[src/rtl/sacc_pkg.sv]
package sacc_pkg;
  localparam int unsigned DATA_W = 12;

  localparam logic [1:0] PH_IDLE = 2'b00;
  localparam logic [1:0] PH_SETUP = 2'b01;
  localparam logic [1:0] PH_ARITH = 2'b10;

  localparam logic [1:0] FN_LOAD = 2'b00;
  localparam logic [1:0] FN_NOR = 2'b01;
  localparam logic [1:0] FN_ADD = 2'b10;
  localparam logic [1:0] FN_SHIFT = 2'b11;

  typedef struct packed {
    logic res;
    logic cy;
  } bit_out_t;
endpackage

[src/rtl/sacc_bit_alu.sv]
module sacc_bit_alu
  import sacc_pkg::*;
(
  input  logic [1:0] fn,
  input  logic       a_bit,
  input  logic       x_bit,
  input  logic       cin,
  output bit_out_t   out
);
  always_comb begin
    out = '{res: 1'b0, cy: cin};
    unique case (fn)
      FN_LOAD: out = '{res: x_bit, cy: cin};
      FN_NOR: out = '{res: ~(a_bit | x_bit), cy: cin};
      FN_ADD: out = '{res: a_bit ^ x_bit ^ cin,
                      cy: (a_bit & x_bit) | (a_bit & cin) | (x_bit & cin)};
      FN_SHIFT: out = '{res: cin, cy: x_bit};
      default: out = '{res: 1'b0, cy: cin};
    endcase
  end
endmodule

[src/rtl/sacc_step_counter.sv]
module sacc_step_counter #(
  parameter int unsigned STEPS = 12
) (
  input  logic clk,
  input  logic rst,
  input  logic clear,
  input  logic advance,
  output logic busy,
  output logic last
);
  localparam int unsigned CW = $clog2(STEPS + 1);
  localparam logic [CW-1:0] IDLE_V = CW'(STEPS);
  localparam logic [CW-1:0] LAST_V = CW'(STEPS - 1);

  logic [CW-1:0] cnt_q;

  always_ff @(posedge clk) begin
    if (rst) cnt_q <= IDLE_V;
    else if (clear) cnt_q <= '0;
    else if (advance && busy) cnt_q <= cnt_q + 1'b1;
  end

  assign busy = (cnt_q != IDLE_V);
  assign last = busy && (cnt_q == LAST_V);
endmodule

[src/rtl/sacc_shift_reg.sv]
module sacc_shift_reg #(
  parameter int unsigned W = 12,
  parameter bit HAS_LOAD = 1'b1
) (
  input  logic         clk,
  input  logic         rst,
  input  logic         load,
  input  logic [W-1:0] load_val,
  input  logic         shift,
  input  logic         ser_in,
  output logic [W-1:0] q
);
  logic [W-1:0] q_r;
  logic         do_load;

  generate
    if (HAS_LOAD) begin : g_load
      assign do_load = load;
    end else begin : g_noload
      assign do_load = 1'b0;
    end
  endgenerate

  always_ff @(posedge clk) begin
    if (rst) q_r <= '0;
    else if (shift) q_r <= {ser_in, q_r[W-1:1]};
    else if (do_load) q_r <= load_val;
  end

  assign q = q_r;
endmodule

[src/rtl/serial_acc_alu.sv]
module serial_acc_alu
  import sacc_pkg::*;
#(
  parameter int unsigned W = DATA_W
) (
  input  logic         clk,
  input  logic         rst,
  input  logic [2:0]   op,
  input  logic [1:0]   phase,
  input  logic         strobe,
  input  logic         x_load,
  input  logic [W-1:0] x_in,
  output logic [W-1:0] acc,
  output logic         flag,
  output logic         done
);
  logic         setup_stb, arith_stb, step_en, writes_state;
  logic         x_take, x_low_now, seed;
  logic         busy, last;
  logic [W-1:0] x_q, acc_q;
  logic         flag_q, done_q;
  bit_out_t     alu_o;

  assign writes_state = ~op[2];
  assign setup_stb = strobe && (phase == PH_SETUP);
  assign arith_stb = strobe && (phase == PH_ARITH);
  assign step_en = arith_stb && busy;
  assign x_take = x_load && (phase != PH_ARITH);
  assign x_low_now = x_take ? x_in[0] : x_q[0];

  always_comb begin
    unique case (op[1:0])
      FN_ADD: seed = 1'b0;
      FN_SHIFT: seed = x_low_now;
      default: seed = 1'b1;
    endcase
  end

  sacc_step_counter #(.STEPS(W)) u_cnt (
    .clk(clk), .rst(rst), .clear(setup_stb), .advance(arith_stb),
    .busy(busy), .last(last)
  );

  sacc_bit_alu u_alu (
    .fn(op[1:0]), .a_bit(acc_q[0]), .x_bit(x_q[0]), .cin(flag_q), .out(alu_o)
  );

  sacc_shift_reg #(.W(W), .HAS_LOAD(1'b1)) u_xreg (
    .clk(clk), .rst(rst), .load(x_take), .load_val(x_in),
    .shift(step_en), .ser_in(1'b0), .q(x_q)
  );

  sacc_shift_reg #(.W(W), .HAS_LOAD(1'b0)) u_areg (
    .clk(clk), .rst(rst), .load(1'b0), .load_val('0),
    .shift(step_en && writes_state), .ser_in(alu_o.res), .q(acc_q)
  );

  always_ff @(posedge clk) begin
    if (rst) begin
      flag_q <= 1'b0;
      done_q <= 1'b0;
    end else begin
      done_q <= step_en && last;
      if (setup_stb && writes_state) flag_q <= seed;
      else if (step_en && writes_state) flag_q <= alu_o.cy;
    end
  end

  assign acc = acc_q;
  assign flag = flag_q;
  assign done = done_q;
endmodule

[config.mk]
export PLATFORM = sky130hd
export DESIGN_NAME = serial_acc_alu
export DESIGN_NICKNAME = d
export VERILOG_FILES = /design/src/rtl/sacc_pkg.sv /design/src/rtl/sacc_bit_alu.sv /design/src/rtl/sacc_step_counter.sv /design/src/rtl/sacc_shift_reg.sv /design/src/rtl/serial_acc_alu.sv
export SDC_FILE = /design/constraint.sdc
export NUM_CORES = 1
export LEC_CHECK = 0
export BUFFER_PORTS_ARGS = -buffer_cell sky130_fd_sc_hd__buf_2
export CORE_ASPECT_RATIO = 1.2
export CORE_MARGIN = 2
export CORE_UTILIZATION = 46
export DETAILED_ROUTE_END_ITERATION = 7
export GPL_ROUTABILITY_DRIVEN = 0
export PLACE_DENSITY = 0.81
export SYNTH_ARGS = -nofsm -noshare
export SYNTH_HDL_FRONTEND = slang
export SYNTH_SLANG_ARGS = --single-unit
[constraint.sdc]
create_clock -name clk -period 1.45 [get_ports clk]
set_input_delay 0.29 -clock clk [delete_from_list [all_inputs] [get_ports clk]]
set_output_delay 0.29 -clock clk [all_outputs]
set_load 0.1 [all_outputs]
# --- Yosys cells after proc, flatten, opt, wreduce, memory -nomap -nowiden ---
# Index checks and enable logic that the tools add are counted.
word_totals:
  in_bits: 21
  register_bits: 30
  elab_cells: 52
classes:
  n_reduce_logical: 15
  n_addsub: 1
  eq_ne: 10
  mux: 9
  n_bitwise: 10
ops:
  columns: ["op", "count"]
  rows:
  - ["two-way mux 11 bit", 2]
  - ["logical AND 1 bit", 8]
  - ["two-way mux 4 bit", 2]
  - ["case mux 2 bit (4 select lines)", 1]
  - ["== test 2 bit (second input constant)", 3]
  - ["!= test 2 bit (second input constant)", 3]
  - ["nonzero test 2 bit", 3]
  - ["adder 4 x 1 -> 4 bit (second input constant)", 1]
  - ["== test 2 x 1 -> 1 bit (second input constant)", 2]
  - ["== test 4 bit (second input constant)", 1]
  - ["!= test 4 bit (second input constant)", 1]
  - ["OR reduction 2 bit", 2]
  - ["bitwise AND 1 bit", 3]
  - ["two-way mux 1 bit", 3]
  - ["bitwise OR 1 bit", 3]
  - ["AND reduction 3 bit", 1]
  - ["logical NOT 2 bit", 1]
  - ["NOT 1 bit", 2]
  - ["case mux 1 bit (2 select lines)", 1]
  - ["XOR 1 bit", 2]

# --- Logic depth before layout (Yosys ltp) ---
# Gate-level depths: netlist of the first run.
logic_depth:
  word_depth: 6
  mapped_depth: 7

# --- Hierarchy ---
# A second synthesis of the first run with hierarchy kept.
unflattened:
  hier_cells: 149
  hier_area_um2: 1524.0
by_module_without_submodules:
  columns: ["mod", "area_per_inst_um2", "n_inst", "cells_per_inst"]
  rows:
  - ["sacc_shift_reg at u_xreg", 603.1, 1, 53]
  - ["sacc_shift_reg at u_areg", 420.4, 1, 38]
  - ["sacc_step_counter", 246.5, 1, 27]
  - ["serial_acc_alu", 172.7, 1, 23]
  - ["sacc_bit_alu", 81.3, 1, 8]

# --- Least setup slack after synthesis of the first run ---
# No wires, ideal clock.
synth_path:
  path_type: "flip-flop to flip-flop"
  from: "reg flag_q, in the netlist flag"
  to: "reg u_areg.q_r[11], in the netlist u_areg.q[11]"
  required_ns: 1.319
  path_stages_with_launch: 5
  path_buffers: 0
  arrival_time_ns: 2.085
  slack_ns: -0.766
  cell_sequence: "dfxtp_1 -> fa_1 -> mux4_2 -> nand2_1 -> a21oi_1"
synth_between:
  elab_chain_cells: 2
synth_lines:
  columns: ["item", "line_no", "text"]
  rows:
  - ["start, declared", "serial_acc_alu.sv:21", "logic flag_q, done_q;"]
  - ["start signal, assigned", "serial_acc_alu.sv:65", "else if (step_en && writes_state) flag_q <= alu_o.cy;"]
  - ["XOR 1 bit", "sacc_bit_alu.sv:15", "FN_ADD: out = '{res: a_bit ^ x_bit ^ cin,"]
  - ["case mux 2 bit (4 select lines) (*)", "sacc_bit_alu.sv:12", "unique case (fn)"]
  - ["end signal, assigned", "sacc_shift_reg.sv:26", "else if (shift) q_r <= {ser_in, q_r[W-1:1]};"]
  - ["end signal, assigned", "sacc_shift_reg.sv:27", "else if (do_load) q_r <= load_val;"]
  - ["end, declared", "sacc_shift_reg.sv:13", "logic [W-1:0] q_r;"]
# Every way passes the cells marked *; elsewhere a longest branch is shown, timed or not.
# A chain may end at the register's enable or synchronous reset.

# --- Final worst setup path of the first run ---
layout_path:
  from: "reg u_areg.q_r[0], in the netlist u_areg.q[0]"
  to: "reg u_areg.q_r[11], in the netlist u_areg.q[11]"
layout_between:
  elab_chain_cells: 3
layout_lines:
  columns: ["item", "line_no"]
  rows:
  - ["XOR 1 bit or bitwise OR 1 bit (tied branches)", "sacc_bit_alu.sv:15, sacc_bit_alu.sv:14"]
  - ["XOR 1 bit or NOT 1 bit (tied branches)", "sacc_bit_alu.sv:15, sacc_bit_alu.sv:14"]
  - ["case mux 2 bit (4 select lines) (*)", "sacc_bit_alu.sv:12"]
# Marked as above.

==> flow_metrics.tcl, run 1 <==
set metrics [dict create \
    fin_ws_ns -0.0570 \
    critPathCaptureType "flip-flop" \
    grt_first_pass_wirelength_um 5670 \
    cts_sinks 30 \
    wl_per_cell_um 14.9 \
    post-route-drc-count 0 \
    leakage_nw 0.786 \
    antenna_found_initial 0 \
    drive_gt1_frac 0.332 \
    synth_area_um2 1390 \
    setup_viol 1 \
    io_pins 35 \
    maxCapViolations 0 \
    ys_warn_count 0 \
    relSlewSlack 0.640 \
    wirelength_um 3570 \
    placed_area_um2 1680 \
    stdcell_area_um2 1830 \
    finalCritPeriodShare 1.04 \
    power_density_nw_per_um2 856 \
    min_path_type "in2reg" \
    synth.distinct_cells 32 \
    clock_latency_ns 0.33 \
    antennaDiodeCount 0 \
    grt_overflow_total 0 \
    synth-seq-area-share 0.432 \
    synthCells 163 \
    finalClockSkew_ns 0.00901 \
    tightest_slew_ns 0.540 \
    ctsHoldBuffers 0 \
    hold_end "u_xreg.q[2]" \
    drv_slew 0 \
    vias_per_cell 5.91 \
    dp_hpwl_um 2320 \
    ys_ff_latch 30 \
    synthToLayoutAreaGrowth_pct 31.9 \
    drtPass1Iterations 4 \
    fmax_mhz 664 \
    root_buffer "clkbuf_4" \
    syn_nets 188 \
    outcome "finished, violations left" \
    total_power_mw 1.57 \
    grt_max_degree 31 \
    portBuffers 34 \
    worst_r2r_path_depth 4 \
    path_clk_slew_ns 0.09 \
    row_count 21 \
    cp.required_ns 1.65 \
    period_needed_ns 1.51 \
    path_max_fanout 2 \
    initialDrtViolationCount 35 \
    vias 1413 \
    grt_pass1_vias 1350 \
    die_x_um 54.2 \
    rsz0062_at_grt "yes" \
    start_util 0.490 \
    rr_startpoint "u_areg.q[0]" \
    die-area_um2 3480 \
    min_from "x_in[2]" \
    violations "negative setup slack" \
    dieHeight_um 64.2 \
    cp.arrival_ns 1.71 \
    numCtsBuffers 5 \
    holdWs_ns 0.243 \
    start_kind "flip-flop" \
    r2r-end "u_areg.q[11]" \
    fin_nets 231 \
    grt_usage 0.220 \
    ant_nets 0 \
    avgSynthCellArea_um2 8.53 \
    finalHoldViolations 0 \
    cts_tree "done" \
    worst-r2r-setup-slack_ns -0.06 \
    htree_num_levels 2 \
    clockBufferDepth 2 \
    hold_depth 3 \
    core_area_um2 2840 \
    vdd.ir_drop.worst_uv 647 \
    path_class "reg2reg" \
]
[what timing repair did]
action                                  CTS  global route
buffers inserted                          1             0
gates cloned                              2             0
gates resized for setup                   9            10
endpoints found under the hold margin     0             0
pin swaps                                 3             3
endpoints found under the setup margin   18            24
[stage by stage]
| step | worst slack [ns] | std cells | TNS, ns | utilization |
|---|---|---|---|---|
| 2_1_floorplan | -0.214 | 163 | -0.214 | - |
| 3_3_place_gp | -0.0464 | 230 | -0.0464 | 0.592 |
| 3_5_place_dp | -0.0848 | 230 | -0.138 | 0.592 |
| 4_1_cts | -0.0679 | 239 | -0.0679 | 0.634 |
| 5_1_grt | -0.109 | 239 | -0.322 | 0.646 |
| 6_report | -0.0570 | 239 | -0.0570 | 0.646 |
[cell usage after synthesis, drive strengths merged]
cell / count / area (um2)
dfxtp: 30 / 601
nand2: 24 / 92.6
nand3: 14 / 70.1
nor2: 14 / 52.6
a21oi: 13 / 65.1
a311oi: 12 / 105
o21ai: 11 / 55.1
buf: 7 / 40.0
clkbuf: 5 / 18.8
nor3: 5 / 30.0
inv: 4 / 15.0
ha: 3 / 37.5
mux2i: 3 / 30.0
o21bai: 2 / 15.0
xnor2: 2 / 17.5
a21bo: 1 / 10.0
a21o: 1 / 7.51
a311o: 1 / 10.0
a31oi: 1 / 6.26
and3: 1 / 11.3
and3b: 1 / 10.0
fa: 1 / 20.0
mux4: 1 / 22.5
nand2b: 1 / 6.26
nand3b: 1 / 7.51
nor2b: 1 / 6.26
nor4b: 1 / 8.76
nor4bb: 1 / 10.0
xor2: 1 / 8.76
[power by group]
part	internal (mW)	leakage [nW]	total (mW)	switching (mW)
Combinational	0.0979	0.509	0.217	0.119
Sequential	0.851	0.247	0.871	0.0198
Clock	0.218	0.0302	0.480	0.262
Total	1.17	0.786	1.57	0.401
[cell families (layout without fill, tap and decap cells)]
logic type,Yosys count,count (layout),synth area share
AOI/OAI and AO/OA,42,42,0.197
xor gates and xnor gates,3,3,0.0189
adders and majority gates,4,4,0.0414
buffers and inverters,16,58,0.0531
DFF,30,30,0.432
muxes,4,4,0.0378
and+or+nand+nor,64,64,0.220
[final cells by class]
| class | instances | area [um2] |
|---|---|---|
| multi-input cells | 117 | 747 |
| fillers | 237 | 1000 |
| inverters | 4 | 15.0 |
| repair buffers | 48 | 368 |
| clock buffers | 6 | 51.3 |
| well taps | 34 | 42.5 |
| flip-flops and latches | 30 | 609 |
[worst max path at each step]
stage / start / endpoint / slack [ns] / cells after the start
floorplan: flag / u_areg.q[11] / -0.21 / 4
global placement: flag / u_areg.q[11] / -0.05 / 4
detailed placement: flag / u_areg.q[11] / -0.08 / 4
CTS: u_areg.q[0] / u_areg.q[11] / -0.07 / 4
global route: u_areg.q[0] / u_areg.q[11] / -0.11 / 4
finish: u_areg.q[0] / u_areg.q[11] / -0.06 / 4
[sequential cells by signal, indices dropped and copies added (netlist names)]
signal / count
flag: 1
done: 1
u_areg.q: 12
u_cnt.cnt_q: 4
u_xreg.q: 12
[cell usage in the layout, fill, tap and decap left out, types with 2 or more instances in the layout]
cell,n
ha_1,2
mux2i_1,3
buf_6,2
o21ai_1,11
nor2_1,13
a21oi_1,13
clkbuf_4,12
inv_1,4
buf_4,10
buf_2,25
o21bai_1,2
nand3_1,13
buf_12,3
nand2_1,23
nor3_1,4
dfxtp_1,25
a311oi_1,12
xnor2_1,2
dfxtp_2,4
[worst max-delay path, stage by stage, from the launching register on]
cell and delay, ns:
dfxtp_2 0.34, fa_1 0.47, mux4_2 0.46, nand2_1 0.07
a21oi_1 0.05
[per-layer routing]
metal  GRT usage  part of all wire  wire length, um
met1       0.261              0.42             1500
met2       0.357              0.50             1770
met3      0.0631             0.069              245
met4      0.0938             0.016               56
met5           0                 0                0
(Power assumes the default switching activity.)
==> inputs of run 2 (changes only) <==
--- a/config.mk
+++ b/config.mk
@@ -11,7 +11,7 @@
 export CORE_UTILIZATION = 46
 export DETAILED_ROUTE_END_ITERATION = 7
 export GPL_ROUTABILITY_DRIVEN = 0
-export PLACE_DENSITY = 0.81
+export PLACE_DENSITY = 0.7
 export SYNTH_ARGS = -nofsm -noshare
 export SYNTH_HDL_FRONTEND = slang
 export SYNTH_SLANG_ARGS = --single-unit
==> run 2 against run 1 <==
Net effect: the flow still finishes with violations (negative setup slack); die area is the same; global-route usage is 2.0 points lower; critical endpoint unchanged; routed wire length is 8.7% lower; sequential power barely moved; critical path depth stayed put.
==> flow_metrics.tcl, run 2 (synthesis gave the netlist of run 1 again) <==
set metrics [dict create \
    outcome "finished, violations left" \
    violations "negative setup slack" \
    core_area_um2 2840 \
    start_util 0.490 \
    grt_overflow_total 0 \
    path_class "reg2reg" \
    grt_usage 0.200 \
    grt_first_pass_wirelength_um 5150 \
    synthToLayoutAreaGrowth_pct 33.6 \
    path_max_fanout 2 \
    setup_viol 1 \
    dp_hpwl_um 2330 \
    path_cells "fa_1 > mux4_2 > nand2_1 > a21oi_1" \
    drtPass1Iterations 4 \
    clock_latency_ns 0.33 \
    cts_tree "done" \
    final_common_cell "dfxtp_1" \
    io_pins 35 \
    slowest_stage "fa_1" \
    drv_slew 0 \
    power_density_nw_per_um2 1020 \
    cp.arrival_ns 1.72 \
    wl_per_cell_um 13.6 \
    start_kind "flip-flop" \
    grt_pass1_vias 1241 \
    min_path_type "in2reg" \
    min_from "x_in[8]" \
    fillers 238 \
    vdd.ir_drop.worst_uv 879 \
    numCtsBuffers 5 \
    drt-met1-wl_um 1420 \
    grt_max_degree 31 \
    drive_gt1_frac 0.345 \
    wl_met3_um 146 \
    fin_nets 230 \
    critPathCaptureType "flip-flop" \
    fin_ws_ns -0.0800 \
    finalHoldViolations 0 \
    holdWs_ns 0.230 \
    dp.cells 230 \
    dieHeight_um 64.2 \
    tightest_slew_ns 0.533 \
    fin_cells 240 \
    antenna_found_initial 0 \
    antennaDiodeCount 0 \
    maxCapViolations 0 \
    htree_num_levels 2 \
    portBuffers 34 \
    vias_per_cell 5.60 \
    row_count 21 \
    rsz0062_at_grt "yes" \
    die_x_um 54.2 \
    met2_length_um 1650 \
    finalClockSkew_ns 0.00642 \
    clockBufferDepth 2 \
    root_buffer "clkbuf_4" \
    top_layer_used "met4" \
    slowest_delay_ns 0.47 \
    critPathTopFamily "adder cells" \
    cp.required_ns 1.64 \
    relSlewSlack 0.645 \
    path_clk_slew_ns 0.10 \
    fmax_mhz 654 \
    leakage_nw 0.778 \
    initialDrtViolationCount 21 \
    critPathLaunch "u_areg.q[0]" \
    post-route-drc-count 0 \
    period_needed_ns 1.53 \
    vias 1345 \
    ant_nets 0 \
    rr_startpoint "u_areg.q[0]" \
    wirelength_um 3260 \
    cts_sinks 30 \
    cp_num_buf_inv 0 \
    final_cell_mix "dfxtp_1, buf_2, nand2_1" \
    die-area_um2 3480 \
    finalCritPeriodShare 1.06 \
]
==> run 2: cell types whose count changed in the layout (fill, tap and decap cells not counted), sizes merged <==
cell and change:
clkbuf +3, bufbuf -1, buf -2, bufinv +1
==> run 2: final cells by class <==
class / count / area, um2 / area share
clock inverter: 1 / 30.0 / 0.0162
sequential: 30 / 608 / 0.327
timing repair buffer: 47 / 340 / 0.183
inverter: 4 / 15.0 / 0.00809
tap: 34 / 42.5 / 0.0229
multi-input combinational: 117 / 744 / 0.401
clock buffer: 7 / 76.3 / 0.0411
==> run 2: stage by stage <==
step                cell area (um2)  worst slack, ns  power (mW)  TNS [ns]  utilization
finish                         1860          -0.0800        1.89   -0.0800        0.654
CTS                            1810          -0.0973        1.90    -0.147        0.639
global placement               1680          -0.0523        1.08   -0.0566        0.592
detailed placement             1680          -0.0947        1.08    -0.321        0.592
global route                   1860           -0.114        1.96    -0.310        0.654
floorplan                      1400           -0.214        1.01    -0.214            -
==> run 2: worst paths after layout <==
path,endpoint,slack [ns],cells past startpoint
worst max-delay path,u_areg.q[11],-0.08,4
worst min-delay path,u_xreg.q[8],0.23,3
worst max register to register,u_areg.q[11],-0.08,4
worst min register to register,u_areg.q[1],0.47,2
==> run 2: worst min-delay path: cells and delay by family <==
family / cells / cell delay, ns
AOI/OAI and AO/OA: 1 / 0.08
and+or+nand+nor: 1 / 0.06
buffers and inverters: 1 / 0.10
==> run 2: power breakdown <==
part	leakage, nW	switching, mW	total (mW)	internal [mW]
logic	0.475	0.113	0.203	0.0893
clock network	0.0567	0.303	0.818	0.515
registers	0.246	0.0174	0.869	0.851
total	0.778	0.434	1.89	1.46
==> run 2: per-layer routing <==
metal	GRT usage	vias up
met4	0.0938	0
met3	0.0421	5
li1	-	671
met2	0.337	33
met5	0	-
met1	0.230	636
==> run 2: repair_timing <==
item,4_1_cts,5_1_grt
pin swaps,2,0
resized for setup,9,13
hold buffers,0,0
setup buffers,0,1
endpoints found under the setup margin,18,30
cloned,1,0
